**src/rtl/qmon_pkg.sv**
```systemverilog
package qmon_pkg;
  // Queue numbering used in reg_idx[2:1]
  typedef enum logic [1:0] {
    Q_XCPU  = 2'd0,
    Q_DEV   = 2'd1,
    Q_RERR  = 2'd2,
    Q_NRERR = 2'd3
  } queue_e;

  // Pointer select within a queue, reg_idx[0]
  localparam logic SEL_HEAD = 1'b0;
  localparam logic SEL_TAIL = 1'b1;
endpackage

```
**src/rtl/qmon_ptr_bank.sv**
```systemverilog
module qmon_ptr_bank #(
  parameter int PTR_W   = 64,
  parameter int NUM_PTR = 8,
  localparam int IDX_W  = $clog2(NUM_PTR)
) (
  input  logic                           clk,
  input  logic                           rst,
  input  logic                           we,
  input  logic [IDX_W-1:0]               idx,
  input  logic [PTR_W-1:0]               wdata,
  output logic [NUM_PTR-1:0][PTR_W-1:0]  ptrs,
  output logic [PTR_W-1:0]               rdata
);

  logic [NUM_PTR-1:0][PTR_W-1:0] ptr_q;

  // One register per pointer; each decodes its own write strobe
  for (genvar i = 0; i < NUM_PTR; i++) begin : g_ptr
    always_ff @(posedge clk) begin
      if (rst) begin
        ptr_q[i] <= '0;
      end else if (we && (idx == IDX_W'(i))) begin
        ptr_q[i] <= wdata;
      end
    end
  end

  // Registered read; returns the value held before a same-edge write
  always_ff @(posedge clk) begin
    if (rst) begin
      rdata <= '0;
    end else begin
      rdata <= ptr_q[idx];
    end
  end

  assign ptrs = ptr_q;

  // read bus carries the pre-write pointer selected one edge earlier
  p_read_old_r3: assert property (@(posedge clk) disable iff (rst)
    !$past(rst) |-> (rdata == $past(ptr_q[idx])));

endmodule

```
**src/rtl/qmon_irq_eval.sv**
```systemverilog
module qmon_irq_eval #(
  parameter int PTR_W = 64
) (
  input  logic             clk,
  input  logic             rst,
  input  logic             wr_hit,   // write addressed to this queue
  input  logic             wr_tail,  // 1: tail written, 0: head written
  input  logic [PTR_W-1:0] wdata,
  input  logic [PTR_W-1:0] head,
  input  logic [PTR_W-1:0] tail,
  output logic             irq
);
  import qmon_pkg::*;

  logic [PTR_W-1:0] head_nx;
  logic [PTR_W-1:0] tail_nx;
  logic             irq_q;

  // Pointer pair as it will stand after this edge's write
  always_comb begin
    head_nx = head;
    tail_nx = tail;
    if (wr_tail == SEL_TAIL) begin
      tail_nx = wdata;
    end else begin
      head_nx = wdata;
    end
  end

  // Re-evaluated only when this queue is written
  always_ff @(posedge clk) begin
    if (rst) begin
      irq_q <= 1'b0;
    end else if (wr_hit) begin
      irq_q <= (head_nx != tail_nx);
    end
  end

  assign irq = irq_q;

  // after a write, the line matches the stored pair from the bank
  p_eval_after_write_r8: assert property (@(posedge clk) disable iff (rst)
    wr_hit |=> (irq == (head != tail)));

  // without a write to this queue the line holds
  p_hold_idle_r10: assert property (@(posedge clk) disable iff (rst)
    !wr_hit |=> $stable(irq));

  // reset leaves the line low
  p_reset_low_r1: assert property (@(posedge clk)
    $past(rst) |-> !irq);

endmodule

```
**src/rtl/queue_irq_monitor.sv**
```systemverilog
module queue_irq_monitor #(
  parameter int PTR_W   = 64,
  parameter int NUM_Q   = 4,
  parameter int NUM_IRQ = 3,
  localparam int NUM_PTR = 2 * NUM_Q,
  localparam int IDX_W   = $clog2(NUM_PTR)
) (
  input  logic             clk,
  input  logic             rst,
  input  logic             reg_we,
  input  logic [2:0]       reg_idx,
  input  logic [63:0]      reg_wdata,
  output logic [63:0]      reg_rdata,
  output logic             irq_xcpu,
  output logic             irq_dev,
  output logic             irq_rerr
);
  import qmon_pkg::*;

  logic [NUM_PTR-1:0][PTR_W-1:0] ptrs;
  logic [NUM_IRQ-1:0]            q_irq;
  logic [PTR_W-1:0]              rdata_w;

  qmon_ptr_bank #(
    .PTR_W   (PTR_W),
    .NUM_PTR (NUM_PTR)
  ) u_bank (
    .clk   (clk),
    .rst   (rst),
    .we    (reg_we),
    .idx   (IDX_W'(reg_idx)),
    .wdata (PTR_W'(reg_wdata)),
    .ptrs  (ptrs),
    .rdata (rdata_w)
  );

  // Only the first NUM_IRQ queues carry an interrupt; the rest are storage only
  for (genvar q = 0; q < NUM_IRQ; q++) begin : g_irq
    qmon_irq_eval #(
      .PTR_W (PTR_W)
    ) u_eval (
      .clk     (clk),
      .rst     (rst),
      .wr_hit  (reg_we && (reg_idx[2:1] == 2'(q))),
      .wr_tail (reg_idx[0]),
      .wdata   (PTR_W'(reg_wdata)),
      .head    (ptrs[2*q]),
      .tail    (ptrs[2*q+1]),
      .irq     (q_irq[q])
    );
  end

  assign reg_rdata = 64'(rdata_w);
  assign irq_xcpu  = q_irq[Q_XCPU];
  assign irq_dev   = q_irq[Q_DEV];
  assign irq_rerr  = q_irq[Q_RERR];

  // writes to the non-resumable queue disturb no interrupt
  p_nrerr_silent_r7: assert property (@(posedge clk) disable iff (rst)
    (reg_we && reg_idx[2:1] == Q_NRERR) |=> $stable(q_irq));

  // idle cycles leave every pointer alone
  p_idle_no_change_r9: assert property (@(posedge clk) disable iff (rst)
    !reg_we |=> $stable(ptrs));

  // processor-message line tracks its pointer pair after a write to it
  p_xcpu_level_r4: assert property (@(posedge clk) disable iff (rst)
    (reg_we && reg_idx[2:1] == Q_XCPU) |=> (irq_xcpu == (ptrs[0] != ptrs[1])));

endmodule

```
**config.mk**
```make
export PLATFORM = sky130hd
export DESIGN_NAME = queue_irq_monitor
export DESIGN_NICKNAME = d
export VERILOG_FILES = /design/src/rtl/qmon_pkg.sv /design/src/rtl/qmon_ptr_bank.sv /design/src/rtl/qmon_irq_eval.sv /design/src/rtl/queue_irq_monitor.sv
export SDC_FILE = /design/constraint.sdc
export NUM_CORES = 2
export LEC_CHECK = 0
export ABC_AREA = 1
export BUFFER_PORTS_ARGS = -buffer_cell sky130_fd_sc_hd__buf_2
export CAP_MARGIN = 20
export CORE_MARGIN = 5
export CORE_UTILIZATION = 36
export DETAILED_ROUTE_END_ITERATION = 10
export SYNTH_ARGS = -nofsm -noshare
export SYNTH_HDL_FRONTEND = slang
export SYNTH_SLANG_ARGS = --single-unit
```
**constraint.sdc**
```tcl
create_clock -name clk -period 3.1 [get_ports clk]
set_input_delay 0.62 -clock clk [delete_from_list [all_inputs] [get_ports clk]]
set_output_delay 0.62 -clock clk [all_outputs]
set_load 0.02 [all_outputs]
```
## Word level (Yosys, flattened, before mapping)

Cells that the tools add are included.

| cells by class | value |
|---|---|
| add/sub/neg operators | 0 |
| multiply operators | 0 |
| divide/modulo/power cells | 0 |
| magnitude comparators | 1 |
| equal/unequal tests | 12 |
| shift operators | 0 |
| mux-type cells | 8 |
| bitwise gates (word level) | 0 |
| reduce and logical (&&, ||, !) cells | 13 |

Operator list:

| cell | number |
|---|---|
| $mux W64 | 7 |
| $bmux W64 S3 | 1 |
| $ne A64 B64 Y1 | 3 |
| $eq A3 B3 Y1 const B | 4 |
| $logic_and A1 B1 Y1 | 11 |
| $eq A3 B2 Y1 const B | 2 |
| $lt A3 B4 Y1 const B | 1 |
| $eq A3 B1 Y1 const B | 1 |
| $logic_not A3 Y1 | 1 |
| $eq A2 B1 Y1 const B | 1 |
| $eq A2 B2 Y1 const B | 1 |
| $logic_not A2 Y1 | 1 |

| storage, ports and cells | value |
|---|---|
| bits in registers | 579 |
| bits in latches | 0 |
| RAM bits | 0 |
| ROM bits | 0 |
| input port bits | 70 |
| output and inout bits | 67 |
| memories kept | 0 |

## Depth between registers and ports, before layout

| depth | value |
|---|---|
| depth after elaboration | 2 |
| mapped depth | 16 |

## Hierarchy

A second synthesis with hierarchy kept.

| second synthesis, totals | value |
|---|---|
| cell total of the unflattened synthesis | 4583 |
| area, all modules | 29235.5 um^2 |

By module, submodules not included:

| module | times used | cells an instance | area each (um^2) |
|---|---|---|---|
| qmon_ptr_bank | 1 | 3484 | 23503.8 |
| qmon_irq_eval | 3 | 364 | 1901.8 |
| queue_irq_monitor | 1 | 7 | 26.3 |

## Worst setup path before layout

Ideal clock, no wire load.

| timing | value |
|---|---|
| kind | input -> register |
| start | in reg_idx[0] |
| end | reg g_irq[2].u_eval.irq_q |
| setup time | 0.117 ns |
| arrival time | 1.793 ns |
| data required time | 2.983 ns |
| setup slack | 1.190 ns |
| cell stages on the path | 12 |
| buffers on the path | 2 |
| cell sequence | inv_2 -> buf_2 -> buf_1 -> nand2_1 -> nand2_1 -> nor2_1 -> nor3_1 -> nand2_1 -> nor2_1 -> nand3_1 -> nor2_1 -> nor2_1 |

| on the way | value |
|---|---|
| word-level cells in the longest chain between the ends | 2 |
| elaborated cells on any way between the ends | 3 |
| classes of those cells | 1 x eq/ne; 2 x mux |

Ends and longest elaborated chain:

| what | line | RTL |
|---|---|---|
| start, declared | queue_irq_monitor.sv:11 | `input logic [2:0] reg_idx,` |
| $mux W64 | qmon_irq_eval.sv:23 | `if (wr_tail == SEL_TAIL) begin` |
| $ne A64 B64 Y1 (*) | qmon_irq_eval.sv:35 | `irq_q <= (head_nx != tail_nx);` |
| end signal, assigned | qmon_irq_eval.sv:35 |  |
| end, declared | qmon_irq_eval.sv:17 | `logic irq_q;` |

Mark *: on every way between the ends. The rest lies on a longest branch, timed or not.
A chain may end at the register's enable or synchronous reset.

## Final worst setup path

| timing | value |
|---|---|
| start | in reg_idx[0] |
| end | reg g_irq[1].u_eval.irq_q |

| on the way | value |
|---|---|
| word-level cells in the longest chain between the ends | 2 |
| elaborated cells on any way between the ends | 3 |
| classes of those cells | 1 x eq/ne; 2 x mux |

Ends and longest elaborated chain:

| what | line |
|---|---|
| $mux W64 | qmon_irq_eval.sv:23 |
| $ne A64 B64 Y1 (*) | qmon_irq_eval.sv:35 |
| end signal, assigned | qmon_irq_eval.sv:35 |
| end, declared | qmon_irq_eval.sv:17 |

Marks and branches as above.

==> out/results.txt <==
Synth Area in Compound Gates = 0.281
Setup CP Type = input pin to flop
Netlist Area Pre-Place = 26900 um2
Design area = 31200 um2
Tot GR Track Use = 0.244
Dpl hpwl = 66500 um
Layout cells sized above 1 = 0.0919
DRC Markers = 0
Final Cycle Share = 0.703
Aggregate global routing overflow = 0
Initial DRC count = 3054
Count of final setup violators = 0
CTS root buf = clkbuf_16
Simple-gate share of the synthesized area = 0.203
Die width = 283 um
Critical-path maximum fanout = 32
Clock sinks = 579
Rel. slew slack = 0.489
Mean Syn Cell Area = 6.97 um2
Fin Setup TNS = 0 ns
HP Class = input pin to flop
Clock latency on the worst-skew pair = 0.62 ns
Hold buffer count at cts = 0
Top Layer Used = met5
Reg area = 11600 um2
Max-Cap Viols = 0
CP endpoint kind = flop
Max IR drop VDD = 317 uV
Crit path time final = 2.18 ns
Yosys warnings = 0
Wire per inst = 21.1 um
Cts repair resizes = 0
Die H = 283 um
Most frequent cells in the layout = 1094 x nand2_1, 597 x o21ai_0, 579 x dfxtp_1, 518 x a21oi_1, 169 x nand3_1
Routed via count = 27.2k
# nets final = 3921
Setup bufs post-CTS = 0
Final WS setup = 0.921 ns
DR pass1 iterations = 6
Most area-hungry cell type in the Yosys netlist = dfxtp_1
# H-tree levels = 3
Starting Density = 0.362
Detail Route Antenna Nets = 0
RSZ-0062 raised after global routing = false
Lkg Pwr = 12.7 nW
Largest net degree at the start of global routing = 105
CTS Buf Count = 70
Placer Congestion = 0.936
Distinct cell type count after synthesis = 32
Placement Setup Slack = 0.339 ns
Commonest non-fill, non-tap cell in the layout = nand2_1
Routed wl met3 = 9430 um
Number of synthesized register bits = 579
Fmax = 459 MHz
Clk buf depth = 3
Critical Path AT = 2.69 ns
Status = complete, no violations
Full die area = 80200 um2
CTS clk-pin slew, worst paths = 0.06 ns
Final Hold Viols = 0
Cells after synthesis = 3858
Synth Area in Adders = 0
CORE AREA = 74200 um2
Max-slew violation count = 0
Post-DR vias/cell = 5.57
Number of global-route vias before repair = 24.5k
First-pass GRT wire length = 155000 um
Crit path required time = 3.61 ns
Synth top area cells = dfxtp_1 43%, nand2_1 15%, o21ai_0 11%
# port buffers = 136
DRT Wirelength = 103000 um
Post-Synth XOR/XNOR Area = 0.0108
Row Count = 100
Met1 Wirelength = 45400 um
Footprint of the multi-input gates = 13400 um2
Post-synthesis mux area share = 0
IO Pins = 137
CTS tree = done
Worst Tran Pin Value = 0.767 ns
Largest family of logic cells by synthesized area = compound AO/OA/AOI/OAI gates
Crit path launch type = input pin
Post-Syn Nets = 3928
PD cells = 593 nW/um2
Share of the yosys chip area belonging to registers = 0.431
Worst Clk Skew = 0.0311 ns
Synth-to-layout area growth = 16.0%
Antenna violations before repair = 7
Placed Area = 28700 um2
Share of the synthesized area in the top cell type = 0.431
Metal2 WL = 43800 um
Filler cells = 7580
[power breakdown]
group / internal [mW] / switching [mW]
clock: 5.21 / 3.38
combinational: 0.563 / 1.42
sequential: 7.72 / 0.171
total: 13.5 / 4.97
[cell type report]
class | instances | area share
tap | 969 | 0.0389
inverter | 186 | 0.0228
clock buffer | 103 | 0.0673
timing repair buffer | 223 | 0.0596
clock inverter | 24 | 0.00996
sequential | 579 | 0.372
antenna | 2 | 0.000161
multi-input combinational | 2791 | 0.429
[flip-flops by register name, indices dropped and copies added, names as in the netlist]
name              flops
u_bank.ptrs         512
u_bank.rdata         64
g_irq.u_eval.irq      3
[critical path: stages]
cell and delay, ns:
clkbuf_8 0.23, buf_4 0.38, nand2_1 0.09, o21ai_1 0.11, xor2_1 0.35, nand2_1 0.29, nor2_1 0.15, nand2_1 0.13
nor2_1 0.13, nand3_1 0.08, nand2_1 0.06, inv_1 0.04
[cell families (layout without fill, tap and decap cells)]
kind of cell    after synthesis  in the layout
flops                       579            579
other cells                   0              2
compound gates             1374           1374
simple gates               1384           1384
xor+xnor                     33             33
buf+inv                     488            536
[Yosys cell counts, drive strengths merged]
| library cell | instances |
|---|---|
| nand4 | 6 |
| a211oi | 10 |
| inv | 142 |
| xor2 | 33 |
| clkbuf | 186 |
| and2 | 3 |
| nor3 | 5 |
| o2111ai | 49 |
| o21ai | 607 |
| a21oi | 518 |
| a311oi | 3 |
| a22oi | 114 |
| nand2 | 1096 |
| buf | 116 |
| clkinv | 44 |
| a221oi | 5 |
| o2bb2ai | 1 |
| o211ai | 7 |
| a22o | 1 |
| nor2 | 105 |
| a31oi | 36 |
| o22ai | 3 |
| dfxtp | 579 |
| a41oi | 20 |
| nand3 | 169 |
[final timing paths]
kind	startpoint	endpoint	slack [ns]	depth (start not counted)
hold / removal	reg_wdata[62]	u_bank.ptrs[254]$_SDFFE_PP0P_	0.34	3
hold reg to reg	u_bank.ptrs[218]$_SDFFE_PP0P_	u_bank.ptrs[218]$_SDFFE_PP0P_	0.47	2
setup / recovery	reg_idx[0]	g_irq[1].u_eval.irq$_SDFFE_PP0P_	0.92	12
setup reg to reg	u_bank.ptrs[226]$_SDFFE_PP0P_	g_irq[1].u_eval.irq$_SDFFE_PP0P_	1.22	10
[per-stage QoR]
step / hold WS (ns) / instances / total power, mW / utilization
6_report: 0.339 / 4877 / 18.5 / 0.420
3_5_place_dp: 0.458 / 4748 / 10.0 / 0.387
5_1_grt: 0.336 / 4875 / 19.1 / 0.420
2_1_floorplan: 0.439 / 3858 / 9.14 / -
4_1_cts: 0.311 / 4875 / 18.6 / 0.420
3_3_place_gp: 0.452 / 4748 / 9.99 / 0.387
[metal layers]
metal  vias up  global-route usage
met1     12600               0.346
met3       200              0.0498
li1      13100                   -
met2      1215               0.363
met4         4              0.0996
met5         -                   0
No activity file was read; power rests on OpenSTA's default activity.
